**config.mk**
```make
export PLATFORM = sky130hd
export DESIGN_NAME = pix_sea_pipe
export DESIGN_NICKNAME = d
export VERILOG_FILES = /design/src/rtl/pxs_pkg.sv /design/src/rtl/pxs_cfg_regs.sv /design/src/rtl/pxs_pipe_reg.sv /design/src/rtl/pxs_shifter.sv /design/src/rtl/pxs_sat_add.sv /design/src/rtl/pix_sea_pipe.sv
export SDC_FILE = /design/constraint.sdc
export NUM_CORES = 1
export LEC_CHECK = 0
export BUFFER_PORTS_ARGS = -buffer_cell sky130_fd_sc_hd__buf_2
export CORE_MARGIN = 2
export CORE_UTILIZATION = 45
export DETAILED_ROUTE_END_ITERATION = 10
export PLACE_DENSITY_LB_ADDON = 0.3
export SYNTH_ARGS = -nofsm -noshare
export SYNTH_HDL_FRONTEND = slang
export SYNTH_SLANG_ARGS = --single-unit
```
**constraint.sdc**
```tcl
create_clock -name clk -period 4.4 [get_ports clk]
set_input_delay 1.1 -clock clk [delete_from_list [all_inputs] [get_ports clk]]
set_output_delay 1.1 -clock clk [all_outputs]
set_load 0.005 [all_outputs]
```
**src/rtl/pxs_pkg.sv**
```systemverilog
package pxs_pkg;

   // Configuration register select codes
   typedef enum logic [2:0] {
      SEL_SHIFT  = 3'd0,
      SEL_EXPAND = 3'd1,
      SEL_COLOR0 = 3'd2,
      SEL_COLOR1 = 3'd3,
      SEL_ADDEND = 3'd4
   } cfg_sel_e;

   // True when a shift magnitude is one of the accepted step sizes
   function automatic logic shift_mag_ok(input logic [63:0] mag);
      case (mag)
         64'd0, 64'd1, 64'd4, 64'd8, 64'd12, 64'd16, 64'd24: return 1'b1;
         default:                                            return 1'b0;
      endcase
   endfunction

endpackage

```
**src/rtl/pxs_cfg_regs.sv**
```systemverilog
module pxs_cfg_regs
   import pxs_pkg::*;
#(
   parameter int PIX_W   = 32,
   parameter int ADD_W   = 24,
   parameter int SHIFT_W = 6
)(
   input  logic                      clk,
   input  logic                      rst_n,
   input  logic                      cfg_we,
   input  logic [2:0]                cfg_sel,
   input  logic [PIX_W-1:0]          cfg_wdata,
   output logic signed [SHIFT_W-1:0] sh_amt,
   output logic                      exp_en,
   output logic [PIX_W-1:0]          col0,
   output logic [PIX_W-1:0]          col1,
   output logic [ADD_W-1:0]          addend,
   output logic                      err
);

   logic [PIX_W-1:0] wmag;
   logic             legal;

   assign wmag  = cfg_wdata[PIX_W-1] ? (~cfg_wdata + PIX_W'(1)) : cfg_wdata;
   assign legal = shift_mag_ok(64'(wmag));

   always_ff @(posedge clk or negedge rst_n) begin
      if (!rst_n) begin
         sh_amt <= '0;
         exp_en <= 1'b0;
         col0   <= '0;
         col1   <= '0;
         addend <= '0;
         err    <= 1'b0;
      end else begin
         err <= 1'b0;
         if (cfg_we) begin
            case (cfg_sel)
               SEL_SHIFT: begin
                  if (legal) sh_amt <= cfg_wdata[SHIFT_W-1:0];
                  else       err    <= 1'b1;
               end
               SEL_EXPAND: exp_en <= cfg_wdata[0];
               SEL_COLOR0: col0   <= cfg_wdata;
               SEL_COLOR1: col1   <= cfg_wdata;
               SEL_ADDEND: addend <= cfg_wdata[ADD_W-1:0];
               default: ;
            endcase
         end
      end
   end

endmodule

```
**src/rtl/pxs_pipe_reg.sv**
```systemverilog
module pxs_pipe_reg #(
   parameter int W = 32
)(
   input  logic         clk,
   input  logic         rst_n,
   input  logic         up_valid,
   output logic         up_ready,
   input  logic [W-1:0] up_data,
   output logic         dn_valid,
   input  logic         dn_ready,
   output logic [W-1:0] dn_data
);

   // Register loads whenever it is empty or its content is being taken
   assign up_ready = !dn_valid || dn_ready;

   always_ff @(posedge clk or negedge rst_n) begin
      if (!rst_n) begin
         dn_valid <= 1'b0;
         dn_data  <= '0;
      end else if (up_ready) begin
         dn_valid <= up_valid;
         if (up_valid) dn_data <= up_data;
      end
   end

endmodule

```
**src/rtl/pxs_shifter.sv**
```systemverilog
module pxs_shifter #(
   parameter int PIX_W   = 32,
   parameter int SHIFT_W = 6,
   parameter int IMPL    = 0   // 0: general barrel, 1: mux of legal steps only
)(
   input  logic [PIX_W-1:0]          din,
   input  logic signed [SHIFT_W-1:0] amt,
   input  logic                      rd,
   output logic [PIX_W-1:0]          dout
);

   logic [SHIFT_W-1:0] mag;
   logic               go_left;

   assign mag     = amt[SHIFT_W-1] ? $unsigned(-amt) : $unsigned(amt);
   // Positive means left on write; a read flips the sense
   assign go_left = (!amt[SHIFT_W-1]) ^ rd;

   if (IMPL == 0) begin : g_barrel
      assign dout = go_left ? (din << mag) : (din >> mag);
   end else begin : g_stepmux
      always_comb begin
         case (mag)
            SHIFT_W'(1):  dout = go_left ? (din << 1)  : (din >> 1);
            SHIFT_W'(4):  dout = go_left ? (din << 4)  : (din >> 4);
            SHIFT_W'(8):  dout = go_left ? (din << 8)  : (din >> 8);
            SHIFT_W'(12): dout = go_left ? (din << 12) : (din >> 12);
            SHIFT_W'(16): dout = go_left ? (din << 16) : (din >> 16);
            SHIFT_W'(24): dout = go_left ? (din << 24) : (din >> 24);
            default:      dout = din;
         endcase
      end
   end

endmodule

```
**src/rtl/pxs_sat_add.sv**
```systemverilog
module pxs_sat_add #(
   parameter int PIX_W = 32,
   parameter int ADD_W = 24
)(
   input  logic [PIX_W-1:0] din,
   input  logic [ADD_W-1:0] addend,
   output logic [PIX_W-1:0] dout
);

   localparam logic [ADD_W-1:0] FIELD_MAX = {1'b0, {(ADD_W-1){1'b1}}};
   localparam logic [ADD_W-1:0] FIELD_MIN = {1'b1, {(ADD_W-1){1'b0}}};

   logic [ADD_W:0]   sum;
   logic [ADD_W-1:0] field;

   // Sign-extend both operands by one bit; the extra bit exposes overflow
   assign sum = {din[ADD_W-1], din[ADD_W-1:0]} + {addend[ADD_W-1], addend};

   always_comb begin
      if (sum[ADD_W] != sum[ADD_W-1]) field = sum[ADD_W] ? FIELD_MIN : FIELD_MAX;
      else                            field = sum[ADD_W-1:0];
   end

   assign dout = {din[PIX_W-1:ADD_W], field};

endmodule

```
**src/rtl/pix_sea_pipe.sv**
```systemverilog
module pix_sea_pipe
   import pxs_pkg::*;
#(
   parameter int PIX_W      = 32,
   parameter int ADD_W      = 24,
   parameter int SHIFT_W    = 6,
   parameter int SHIFT_IMPL = 0
)(
   input  logic             clk,
   input  logic             rst_n,
   input  logic             cfg_we,
   input  logic [2:0]       cfg_sel,
   input  logic [PIX_W-1:0] cfg_wdata,
   output logic             cfg_err,
   input  logic             in_valid,
   output logic             in_ready,
   input  logic [PIX_W-1:0] in_data,
   input  logic             in_rd,
   output logic             out_valid,
   input  logic             out_ready,
   output logic [PIX_W-1:0] out_data
);

   localparam int NSTG       = 3;
   localparam int STG_SHIFT  = 0;
   localparam int STG_EXPAND = 1;
   localparam int STG_ADD    = 2;

   // Elaboration-time parameter checks
   if (PIX_W < 25) begin : g_bad_pix
      $error("PIX_W must exceed the largest shift step of 24");
   end
   if (ADD_W < 2 || ADD_W >= PIX_W) begin : g_bad_add
      $error("ADD_W must lie between 2 and PIX_W-1");
   end
   if (SHIFT_W < 6) begin : g_bad_sh
      $error("SHIFT_W must hold signed amounts up to 24");
   end
   if (SHIFT_IMPL != 0 && SHIFT_IMPL != 1) begin : g_bad_impl
      $error("SHIFT_IMPL selects 0 or 1");
   end

   logic signed [SHIFT_W-1:0] sh_amt;
   logic                      exp_en;
   logic [PIX_W-1:0]          col0, col1;
   logic [ADD_W-1:0]          addend;

   pxs_cfg_regs #(.PIX_W(PIX_W), .ADD_W(ADD_W), .SHIFT_W(SHIFT_W)) cfg_i (
      .clk       (clk),
      .rst_n     (rst_n),
      .cfg_we    (cfg_we),
      .cfg_sel   (cfg_sel),
      .cfg_wdata (cfg_wdata),
      .sh_amt    (sh_amt),
      .exp_en    (exp_en),
      .col0      (col0),
      .col1      (col1),
      .addend    (addend),
      .err       (cfg_err)
   );

   logic [PIX_W-1:0] st_in  [NSTG];
   logic [PIX_W-1:0] st_out [NSTG];
   logic             vld    [NSTG+1];
   logic             rdy    [NSTG+1];

   assign vld[0]    = in_valid;
   assign in_ready  = rdy[0];
   assign rdy[NSTG] = out_ready;
   assign out_valid = vld[NSTG];
   assign out_data  = st_out[STG_ADD];

   // Stage operations
   pxs_shifter #(.PIX_W(PIX_W), .SHIFT_W(SHIFT_W), .IMPL(SHIFT_IMPL)) shf_i (
      .din  (in_data),
      .amt  (sh_amt),
      .rd   (in_rd),
      .dout (st_in[STG_SHIFT])
   );

   assign st_in[STG_EXPAND] = exp_en ? (st_out[STG_SHIFT][0] ? col1 : col0)
                                     : st_out[STG_SHIFT];

   pxs_sat_add #(.PIX_W(PIX_W), .ADD_W(ADD_W)) add_i (
      .din    (st_out[STG_EXPAND]),
      .addend (addend),
      .dout   (st_in[STG_ADD])
   );

   // One register per operation
   for (genvar g = 0; g < NSTG; g++) begin : g_stage
      pxs_pipe_reg #(.W(PIX_W)) reg_i (
         .clk      (clk),
         .rst_n    (rst_n),
         .up_valid (vld[g]),
         .up_ready (rdy[g]),
         .up_data  (st_in[g]),
         .dn_valid (vld[g+1]),
         .dn_ready (rdy[g+1]),
         .dn_data  (st_out[g])
      );
   end

   // Named taps for the bound checker
   logic             mid_valid;
   logic             mid_ready;
   logic [PIX_W-1:0] mid_pix;
   assign mid_valid = vld[STG_ADD];
   assign mid_ready = rdy[STG_ADD];
   assign mid_pix   = st_out[STG_EXPAND];

endmodule

```
### Word level (Yosys, flattened, before mapping)

Cells that the tools add are included.

* logic and storage cells: 59
* input port bits: 73
* flip-flop bits (word level): 195
* output and inout port bits: 35

* mux-type cells: 11
* bitwise gates (word level): 2
* reduce and logical (&&, ||, !) cells: 18
* shift-type cells: 2
* add/sub/neg operators: 3
* equality and inequality tests: 11

Operators by type and width (number)
* two-way mux 32 bit: 4
* == test 32 x 4 -> 1 bit, second input constant: 2
* == test 32 x 5 -> 1 bit, second input constant: 2
* two-way mux 24 bit: 2
* adder 32 x 1 -> 32 bit, second input constant: 1
* == test 32 x 1 -> 1 bit, second input constant: 1
* == test 32 x 3 -> 1 bit, second input constant: 1
* zero test 32 bit: 1
* inverter 32 bit: 1
* left shift 32 x 6 -> 32 bit: 1
* >> shifter 32 x 6 -> 32 bit: 1
* adder 24 x 24 -> 25 bit: 1
* AND reduction 2 bit: 7
* OR reduction 7 bit: 1
* == test 3 x 2 -> 1 bit, second input constant: 2
* two-way mux 6 bit: 1
* negation 6 bit: 1
* zero test 1 bit: 4
* two-way mux 1 bit: 4
* == test 3 x 1 -> 1 bit, second input constant: 1
* == test 3 bit, second input constant: 1
* zero test 3 bit: 1
* logical OR 1 bit: 3
* AND reduction 3 bit: 1
* 2 further kinds: 2

### Logic depth before layout (Yosys ltp)

Gate-level depths: netlist (run 1).

* depth after elaboration: 9
* depth in mapped cells: 15
* mapped depth without buffers: 10

### Hierarchy

From an unflattened synthesis (run 1), not the netlist that was laid out.

* cell total of the unflattened synthesis: 1497
* area, all modules: 15219.6 µm²

Modules (own cells, without submodules)
* pxs_cfg_regs: cells each 392, instances 1, area each 4673.2 µm², sequential area each 2402.3 µm²
* pxs_pipe_reg: cells each 71, instances 3, area each 1391.3 µm², sequential area each 825.8 µm²
* pxs_shifter: cells each 480, instances 1, area each 3746.1 µm², sequential area each 0.0 µm²
* pxs_sat_add: cells each 305, instances 1, area each 1924.3 µm², sequential area each 0.0 µm²
* pix_sea_pipe: cells each 107, instances 1, area each 701.9 µm², sequential area each 0.0 µm²

### Worst setup path after synthesis (run 1)

OpenSTA, ideal clock, no wires.

* kind: register -> register
* start: register cfg_i.sh_amt[0]
* end: register g_stage[0].reg_i.dn_data[5]
* period minus slack after synthesis: 4.322 ns
* setup time: 0.121 ns
* slack: 0.078 ns
* required time: 4.279 ns
* data arrival time: 4.201 ns
* path buffers: 4
* cell stages (with the launch flop): 14
* cell sequence: dfrtp_1 -> inv_1 -> buf_1 -> clkbuf_1 -> clkbuf_1 -> ha_1 -> mux2i_1 -> clkbuf_1 -> mux4_2 -> mux2i_1 -> nor2_1 -> o311ai_0 -> o21ai_0 -> a22o_1

* cells in the longest elaborated chain, start to end: 4

Ends and longest elaborated chain
* from (decl): RTL line pxs_cfg_regs.sv:13 `output logic signed [SHIFT_W-1:0] sh_amt,`
* from (signal assigned): RTL line pxs_cfg_regs.sv:40 `if (legal) sh_amt <= cfg_wdata[SHIFT_W-1:0];`
* negation 6 bit: RTL line pxs_shifter.sv:15 `assign mag = amt[SHIFT_W-1] ? $unsigned(-amt) : $unsigned(amt);`
* two-way mux 6 bit (*): RTL line pxs_shifter.sv:15
* >> shifter 32 x 6 -> 32 bit / left shift 32 x 6 -> 32 bit (equally long branches): RTL line pxs_shifter.sv:20 `assign dout = go_left ? (din << mag) : (din >> mag);`
* two-way mux 32 bit (*): RTL line pxs_shifter.sv:20
* to (signal assigned): RTL line pxs_pipe_reg.sv:23 `if (up_valid) dn_data <= up_data;`
* to (decl): RTL line pxs_pipe_reg.sv:11 `output logic [W-1:0] dn_data`

Every way passes the cells marked *; elsewhere a longest branch is shown, timed or not.
A chain may end at the register's enable or synchronous reset.

### Worst setup path in the final report (run 1)

* start: input cfg_wdata[0]
* end: register cfg_i.sh_amt[5]

* cells in the longest elaborated chain, start to end: 7

Ends and longest elaborated chain
* from (decl): RTL line pix_sea_pipe.sv:13 `input logic [PIX_W-1:0] cfg_wdata,`
* inverter 32 bit: RTL line pxs_cfg_regs.sv:24 `assign wmag = cfg_wdata[PIX_W-1] ? (~cfg_wdata + PIX_W'(1)) : cfg_wdata;`
* adder 32 x 1 -> 32 bit: RTL line pxs_cfg_regs.sv:24
* two-way mux 32 bit (*): RTL line pxs_cfg_regs.sv:24
* == test 32 x 1 -> 1 bit (tied with other cells): RTL line pxs_pkg.sv:14 `case (mag)`
* OR reduction 7 bit (*): RTL line pxs_pkg.sv:14
* two-way mux 1 bit (*): RTL line pxs_pkg.sv:14
* AND reduction 3 bit (no line) (*)

Marked as above.

==> impl_metrics.toml, run 1 <==
[min_path]
hold_depth = 2
hold_path.class = "register to register"

[power]
report.power.total_w = 0.006441
p_leak_nw = 6.553
peakVddDrop_v = 0.0003040
p_per_area_mw_per_mm2 = 426.1

[detailed_routing]
route.met2.wl_um = 18770
post_drt_via_cell_ratio = 6.037
vias = 11530
wl_per_cell_um = 20.55
drtIter0Drc = 1029
met3_length_um = 1784
routed.top_layer = "met4"
drc_errors = 0
drtPass1Iterations = 5
postRouteWirelength_um = 39240
postRouteAntennaNets = 0
wl_met1_um = 17710

[die]
pin_count = 108
dieArea_sq_mm = 0.03111
coreArea_sq_mm = 0.02948
initial_utilization_pct = 45.36
die_h_um = 176.4
fp.dieW_um = 176.4
fp-row-count = 63

[layout]
seq_area_sq_mm = 0.004881
diodes = 0
fillers = 2823
drive_above_1_share_pct = 23.09
final_common_cell = "dfrtp_1"
num-nets-final = 1608
multi_input_area_sq_mm = 0.008082
area_growth_pct = 13.04
final_cell_mix = "194 x dfrtp_1, 144 x mux2i_1, 143 x nand2_1"

[synth]
syn_area_per_cell_sq_um = 9.357
syn_area_sq_mm = 0.01337
synthMuxAreaShare_pct = 23.49
yosysSeqAreaShare_pct = 36.49
synth-edff-count = 0
synthSimpleGateAreaFrac_pct = 14.61
syn_nets = 1530
synth-seq-cells = 195
synthXorXnorAreaFrac_pct = 2.031
synthDistinctLibCells = 75
async_flop_share_pct = 100.0
syn_inst = 1429
synth_compound_area_share_pct = 16.73
synth_top_family_by_area = "multiplexers"
yosysWarnings = 0
synth-main-ff-cell = "dfrtp_1"
synth_fa_ha_area_share_pct = 2.676

[clocking]
clk_root_buffer_cell = "clkbuf_16"
cts_buffers = 17
h-tree-depth = 4
cts.clk_slew.worst_paths_ps = 70
cts_num_sinks = 195
cts_setup_buffers = 0
worstSkewPairLatency_ps = 440
hold_buffers = 0
tritoncts = "yes"
cts_resized = 0
clockBufferDepth = 2

[global_routing]
antenna_found_initial = 0
grt_usage_pct = 25.85
grt_pass1_vias = 11037
grt_pass1_wl_um = 62820
grt_max_degree = 109
grt-ovfl-total = 0

[sta]
fmax_ghz = 0.2532
hold_violations = 0
setup_viol = 0
fin_skew_ps = 8.104
whs_ps = 478.2
tightest_slew_ps = 1101
finalMaxSlewViolations = 0
finalCritPeriodShare_pct = 89.75
fin_crit_ps = 3949
rsz0062_at_grt = "false"
relSlewSlack_pct = 26.61

[critical_path]
crit_chain = "buf_2, inv_1, ha_1, nor3b_1, nand3_2, nor4_1, mux2_2, a2111oi_0, buf_4, o2111ai_2, nor3_4, mux2_2"
crit_path_frequent_cell = "mux2_2"
critPathTopFamily = "simple AND/OR/NAND/NOR gates"
critPathMaxFanout = 5
cp_slowest_cell = "nor3b_1"
critPathBufInv = 3
critPathRequiredTime_ps = 4730
reg2regPathDepth = 11
path_class = "input port to register"
critPathMaxStageDelay_ps = 510
cp.arrival_ps = 4280
crit_cells = 12
crit_path_end_kind = "register"
cp-start-kind = "input port"

[placed_design]
io_buffers = 107
gp_congestion = 0.9348
dp_hpwl_um = 30100

[job]
maxCapViolCount = 0

[status]
status = "complete, no violations"
==> per-stage QoR <==
step	area [sq um]	setup WS, ps	instances	setup TNS [ps]	utilization (%)
CTS	15120	429.7	1910	0	51.27
detailed placement	14520	-13.89	1878	-29.00	49.25
finish	15120	450.9	1910	0	51.27
global route	15120	156.6	1910	0	51.27
floorplan	13370	77.87	1429	0	-
global placement	14520	50.86	1878	0	49.25
==> state kept, by name, summed over array words and instances (netlist names) <==
register / count
g_stage.reg_i.dn_data: 96
cfg_i.col0: 32
cfg_i.col1: 32
cfg_i.addend: 24
cfg_i.sh_amt: 6
g_stage.reg_i.dn_valid: 3
cfg_i.err: 1
cfg_i.exp_en: 1
==> worst paths after layout <==
kind                                         startpoint                            to  slack (ps)
setup / recovery                           cfg_wdata[0]               cfg_i.sh_amt[5]         450
hold / removal             g_stage[2].reg_i.dn_data[18]  g_stage[2].reg_i.dn_data[18]         480
setup reg to reg                        cfg_i.addend[0]   g_stage[2].reg_i.dn_data[8]         680
hold reg to reg            g_stage[2].reg_i.dn_data[18]  g_stage[2].reg_i.dn_data[18]         480
max in group asynchronous                         rst_n  g_stage[2].reg_i.dn_data[12]        2810
min in group asynchronous                         rst_n                cfg_i.col0[13]         730
==> synthesized netlist by cell type, types with 15 or more instances <==
cell type,count,share of area [%]
dfrtp_1,195,36
xnor2_1,22,1.4
mux4_2,26,4.4
a22o_1,17,1.1
inv_1,19,0.53
mux2_2,98,8.3
nand3_1,25,0.94
o21ai_0,140,5.2
nand2_1,144,4.0
o31ai_1,15,0.84
ha_1,27,2.5
a211oi_1,15,0.84
a21oi_1,63,2.4
nor2_1,123,3.5
mux2i_1,145,11
nor3_1,61,2.3
clkbuf_1,83,2.3
==> where the power goes <==
| part | switching (W) | internal (W) | leakage, nW |
|---|---|---|---|
| logic | 0.00134 | 0.00101 | 3.89 |
| registers | 0.000280 | 0.00224 | 2.38 |
| clock network | 0.000736 | 0.000832 | 0.289 |
==> routing by layer <==
layer  track usage (%)  up-vias
met5                 0        -
met4             7.541        0
met3             3.381       67
met2             43.15      364
met1             35.23     5653
li1                  -     5446
==> tightest hold or removal path: stages (launching register included) <==
cell	delay, ps
dfrtp_1	340
nand2_1	50
o31ai_1	50
==> final cells by class <==
type / count / share of cell area, %
tap: 390 / 3.228
multi-input combinational: 1110 / 53.46
clock inverter: 13 / 0.9519
timing repair buffer: 164 / 6.597
sequential: 195 / 32.29
inverter: 19 / 0.4718
clock buffer: 19 / 2.996
==> cells by family after synthesis <==
family / Yosys count
AOI/OAI and AO/OA: 353
buffers and inverters: 124
xor gates and xnor gates: 31
muxes: 269
adders and majority gates: 28
and+or+nand+nor: 429
DFF: 195
No activity file was read; power rests on OpenSTA's default activity.
==> run 2: changes to the inputs <==
--- a/config.mk
+++ b/config.mk
@@ -6,10 +6,12 @@
 export NUM_CORES = 1
 export LEC_CHECK = 0
 export BUFFER_PORTS_ARGS = -buffer_cell sky130_fd_sc_hd__buf_2
+export CAP_MARGIN = 30
 export CORE_MARGIN = 2
 export CORE_UTILIZATION = 45
 export DETAILED_ROUTE_END_ITERATION = 10
 export PLACE_DENSITY_LB_ADDON = 0.3
+export RECOVER_POWER = 25
 export SYNTH_ARGS = -nofsm -noshare
 export SYNTH_HDL_FRONTEND = slang
 export SYNTH_SLANG_ARGS = --single-unit
==> impl_metrics.toml, run 2 (same netlist as run 1, synthesis figures left out) <==
[status]
status = "finished, violations left"
failed_checks = "capacitance limit, slew limit"

[global_routing]
grt_pass1_wl_um = 62820
grt-ovfl-total = 0
grt_pass1_vias = 11029
antenna_found_initial = 0
grt_max_degree = 109
grt_usage_pct = 25.85

[die]
fp.dieW_um = 176.4
fp-row-count = 63
pin_count = 108
die_h_um = 176.4
initial_utilization_pct = 45.36
coreArea_sq_mm = 0.02948
dieArea_sq_mm = 0.03111

[layout]
num-nets-final = 1610
final_common_cell = "dfrtp_1"
final_cell_mix = "194 x dfrtp_1, 144 x mux2i_1, 143 x nand2_1"
top_register = "g_stage.reg_i.dn_data"
drive_above_1_share_pct = 23.19
largest_reg_flops = 96
final_util_pct = 51.32
diodes = 0
area_growth_pct = 13.14
largestRegisters = "g_stage.reg_i.dn_data (96), cfg_i.col0 (32), cfg_i.col1 (32)"
final-instance-count-excl-fill = 1912
fillers = 2794

[detailed_routing]
wl_per_cell_um = 20.59
vias = 11464
drtPass1Iterations = 5
drc_errors = 0
postRouteWirelength_um = 39370
drtIter0Drc = 1030
postRouteAntennaNets = 0
post_drt_via_cell_ratio = 5.996

[critical_path]
crit_path_end_kind = "register"
path_class = "input port to register"
critPathMaxFanout = 5
critPathRequiredTime_ps = 4730
reg2reg_slack_ps = 890
rr_startpoint = "cfg_i.sh_amt[1]"
r2r_end = "g_stage[0].reg_i.dn_data[5]"
cp-start-kind = "input port"
cp.arrival_ps = 4280
reg2regPathDepth = 11

[clocking]
cts_num_sinks = 195
cts_setup_buffers = 0
cts_buffers = 17
hold_buffers = 0
tritoncts = "yes"
cts.clk_slew.worst_paths_ps = 80
clockBufferDepth = 2
cts_resized = 0
worstSkewPairLatency_ps = 440
h-tree-depth = 4
clk_root_buffer_cell = "clkbuf_16"

[placed_design]
gp_congestion = 0.9348
io_buffers = 107
dp_cells = 1879
dp_hpwl_um = 30120
dp_slack_ps = -19.17

[sta]
fmax_ghz = 0.2530
fin_crit_ps = 3953
layout_setup_ws_ps = 447.4
finalMaxSlewViolations = 108
hold_violations = 0
relSlewSlack_pct = -80.08
finalCritPeriodShare_pct = 89.83
fin_skew_ps = 9.877
setup_viol = 0
tightest_slew_ps = 2701
rsz0062_at_grt = "false"

[power]
p_leak_nw = 6.556
peakVddDrop_v = 0.0002963
p_per_area_mw_per_mm2 = 424.5

[min_path]
hold_depth = 2
hold_end = "g_stage[2].reg_i.dn_data[22]"
min_from = "g_stage[2].reg_i.dn_data[22]"
hold_path.class = "register to register"

[job]
maxCapViolCount = 1
run 2: report_power, final:
group | switching (W) | total (W) | internal (W)
clock | 0.000736 | 0.00153 | 0.000791
sequential | 0.000277 | 0.00252 | 0.00224
combinational | 0.00135 | 0.00237 | 0.00102
run 2: how the worst max path moves through the flow:
stage	startpoint	to	slack (ps)	cells past startpoint
after global routing	cfg_wdata[0]	cfg_i.sh_amt[5]	140	12
after floorplan	cfg_i.sh_amt[0]	g_stage[0].reg_i.dn_data[5]	80	13
final	cfg_wdata[0]	cfg_i.sh_amt[5]	450	12
after CTS	cfg_wdata[0]	cfg_i.sh_amt[5]	430	12
after detailed placement	cfg_wdata[0]	cfg_i.sh_amt[5]	-20	12
after global placement	cfg_wdata[0]	cfg_i.sh_amt[3]	50	12
run 2: layer usage:
layer	track usage, %	wire [um]
met1	35.29	18090
met3	3.747	1638
met4	8.643	1077
met5	0	0
met2	42.30	18570
run 2: per-stage QoR:
stage / hold WS (ps) / power, W / setup TNS [ps] / instance area [sq um]
final: 476.5 / 0.006422 / 0 / 15130
after global routing: 497.0 / 0.006876 / 0 / 15130
after CTS: 480.6 / 0.006431 / 0 / 15120
after detailed placement: 464.1 / 0.004901 / -35.59 / 14540
after global placement: 456.5 / 0.004832 / 0 / 14520
after floorplan: 444.6 / 0.004075 / 0 / 13370
run 2: worst max-delay path: stages:
cell and delay (ps):
buf_2 120, inv_1 80, ha_1 160, nor3b_1 520
nand3_2 190, nor4_1 270, mux2_2 360, a2111oi_0 430
buf_4 200, o2111ai_2 130, nor3_4 340, mux2_2 380
run 2: area by class of cell:
type / instances / area (sq um) / area share, %
clock buffer: 20 / 466.7 / 3.085
clock inverter: 12 / 116.4 / 0.7692
inverter: 19 / 71.32 / 0.4714
multi-input combinational: 1110 / 8082 / 53.42
sequential: 195 / 4881 / 32.26
tap: 390 / 488.0 / 3.226
timing repair buffer: 166 / 1023 / 6.765
==> run 3: changes to the inputs <==
--- a/config.mk
+++ b/config.mk
@@ -11,7 +11,6 @@
 export CORE_UTILIZATION = 45
 export DETAILED_ROUTE_END_ITERATION = 10
 export PLACE_DENSITY_LB_ADDON = 0.3
-export RECOVER_POWER = 25
 export SYNTH_ARGS = -nofsm -noshare
 export SYNTH_HDL_FRONTEND = slang
 export SYNTH_SLANG_ARGS = --single-unit
==> impl_metrics.toml, run 3 (same netlist as run 1, synthesis figures left out) <==
[detailed_routing]
postRouteAntennaNets = 0
vias = 11464
drtIter0Drc = 1030
drtPass1Iterations = 5
post_drt_via_cell_ratio = 5.996
drc_errors = 0
wl_per_cell_um = 20.59
postRouteWirelength_um = 39370

[job]
maxCapViolCount = 0

[critical_path]
critPathRequiredTime_ps = 4730
cp-start-kind = "input port"
crit_path_end_kind = "register"
reg2reg_slack_ps = 890
crit_end = "cfg_i.sh_amt[5]"
path_class = "input port to register"
rr_startpoint = "cfg_i.sh_amt[1]"
crit_start = "cfg_wdata[0]"
reg2regPathDepth = 11
r2r_end = "g_stage[0].reg_i.dn_data[5]"
critPathMaxFanout = 5
cp.arrival_ps = 4280

[global_routing]
grt_pass1_wl_um = 62820
grt_usage_pct = 25.85
grt_max_degree = 109
grt_pass1_vias = 11029
grt-ovfl-total = 0
antenna_found_initial = 0

[power]
seq_power_share_pct = 39.2
p_int_w = 0.004057
p_per_area_mw_per_mm2 = 424.3
p_sw_share_pct = 36.83
clockPowerShare_pct = 23.8
p_sw_w = 0.002365
pwr-share-comb_pct = 37.0
peakVddDrop_v = 0.0002963
p_leak_nw = 6.559
report.power.total_w = 0.006422

[placed_design]
io_buffers = 107
gp_congestion = 0.9348
dp_hpwl_um = 30120
dp_cells = 1879
placed_area_sq_mm = 0.01454

[layout]
num-nets-final = 1610
top_register = "g_stage.reg_i.dn_data"
final_common_cell = "dfrtp_1"
area_growth_pct = 13.20
fillers = 2793
drive_above_1_share_pct = 23.19
design_area_sq_mm = 0.01514
final_cell_mix = "194 x dfrtp_1, 144 x mux2i_1, 143 x nand2_1"
largest_reg_flops = 96
final-instance-count-excl-fill = 1912
largestRegisters = "g_stage.reg_i.dn_data (96), cfg_i.col0 (32), cfg_i.col1 (32)"
diodes = 0

[sta]
rsz0062_at_grt = "false"
fin_crit_ps = 3953
whs_ps = 476.5
fmax_ghz = 0.2530
tightest_slew_ps = 949.0
setup_viol = 0
finalCritPeriodShare_pct = 89.83
fin_skew_ps = 9.877
relSlewSlack_pct = 36.28
hold_violations = 0
tns_ps = 0
finalMaxSlewViolations = 0

[die]
fp-row-count = 63
coreArea_sq_mm = 0.02948
pin_count = 108
fp.dieW_um = 176.4
die_h_um = 176.4
initial_utilization_pct = 45.36
dieArea_sq_mm = 0.03111

[clocking]
worstSkewPairLatency_ps = 440
h-tree-depth = 4
cts_num_sinks = 195
cts_buffers = 17
cts_setup_buffers = 0
cts.clk_slew.worst_paths_ps = 80
hold_buffers = 0
clk_root_buffer_cell = "clkbuf_16"
cts_resized = 0
tritoncts = "yes"
clockBufferDepth = 2

[min_path]
min_from = "g_stage[2].reg_i.dn_data[22]"
hold_path.class = "register to register"

[status]
status = "complete, no violations"
run 3: cell count changes in the layout (fill, tap and decap cells not counted):
| cell | before | now |
|---|---|---|
| clkbuf_2 | 1 | 0 |
| clkbuf_8 | 3 | 4 |
run 3: final cells by class:
class,instances,area [sq um],area share (%)
multi-input combinational,1110,8082,53.39
inverter,19,71.32,0.4712
clock inverter,12,116.4,0.7687
timing repair buffer,166,1032,6.819
sequential,195,4881,32.25
tap,390,488.0,3.224
clock buffer,20,466.7,3.083
run 3: per-stage QoR:
step,util [%],worst slack (ps)
2_1_floorplan,-,77.87
5_1_grt,51.35,136.7
6_report,51.35,447.4
3_3_place_gp,49.25,50.86
3_5_place_dp,49.32,-19.17
4_1_cts,51.29,425.0
run 3: layer usage:
| metal | routed length (um) | GRT usage, % |
|---|---|---|
| met1 | 18090 | 35.29 |
| met3 | 1638 | 3.747 |
| met2 | 18570 | 42.30 |
| met4 | 1077 | 8.643 |
| met5 | 0 | 0 |
run 3: power by group through the flow:
stage / Sequential (W) / Clock [W] / Combinational (W)
floorplan: 0.00247 / 0 / 0.00160
global placement: 0.00254 / 0 / 0.00230
detailed placement: 0.00256 / 0 / 0.00234
CTS: 0.00253 / 0.00156 / 0.00235
global route: 0.00258 / 0.00163 / 0.00266
finish: 0.00252 / 0.00153 / 0.00237
run 3: worst min path at each step:
stage	end	slack (ps)	cells past startpoint
finish	g_stage[2].reg_i.dn_data[22]	480	2
global route	g_stage[2].reg_i.dn_data[22]	500	2
CTS	g_stage[2].reg_i.dn_data[22]	480	2
detailed placement	g_stage[2].reg_i.dn_data[22]	460	2
global placement	g_stage[2].reg_i.dn_data[23]	460	2
floorplan	g_stage[0].reg_i.dn_data[10]	440	2
run 3: critical path, cell delays in order:
cell,delay [ps]
buf_2,120
inv_1,80
ha_1,160
nor3b_1,520
nand3_2,190
nor4_1,270
mux2_2,360
a2111oi_0,430
buf_4,200
o2111ai_2,130
nor3_4,340
mux2_2,380
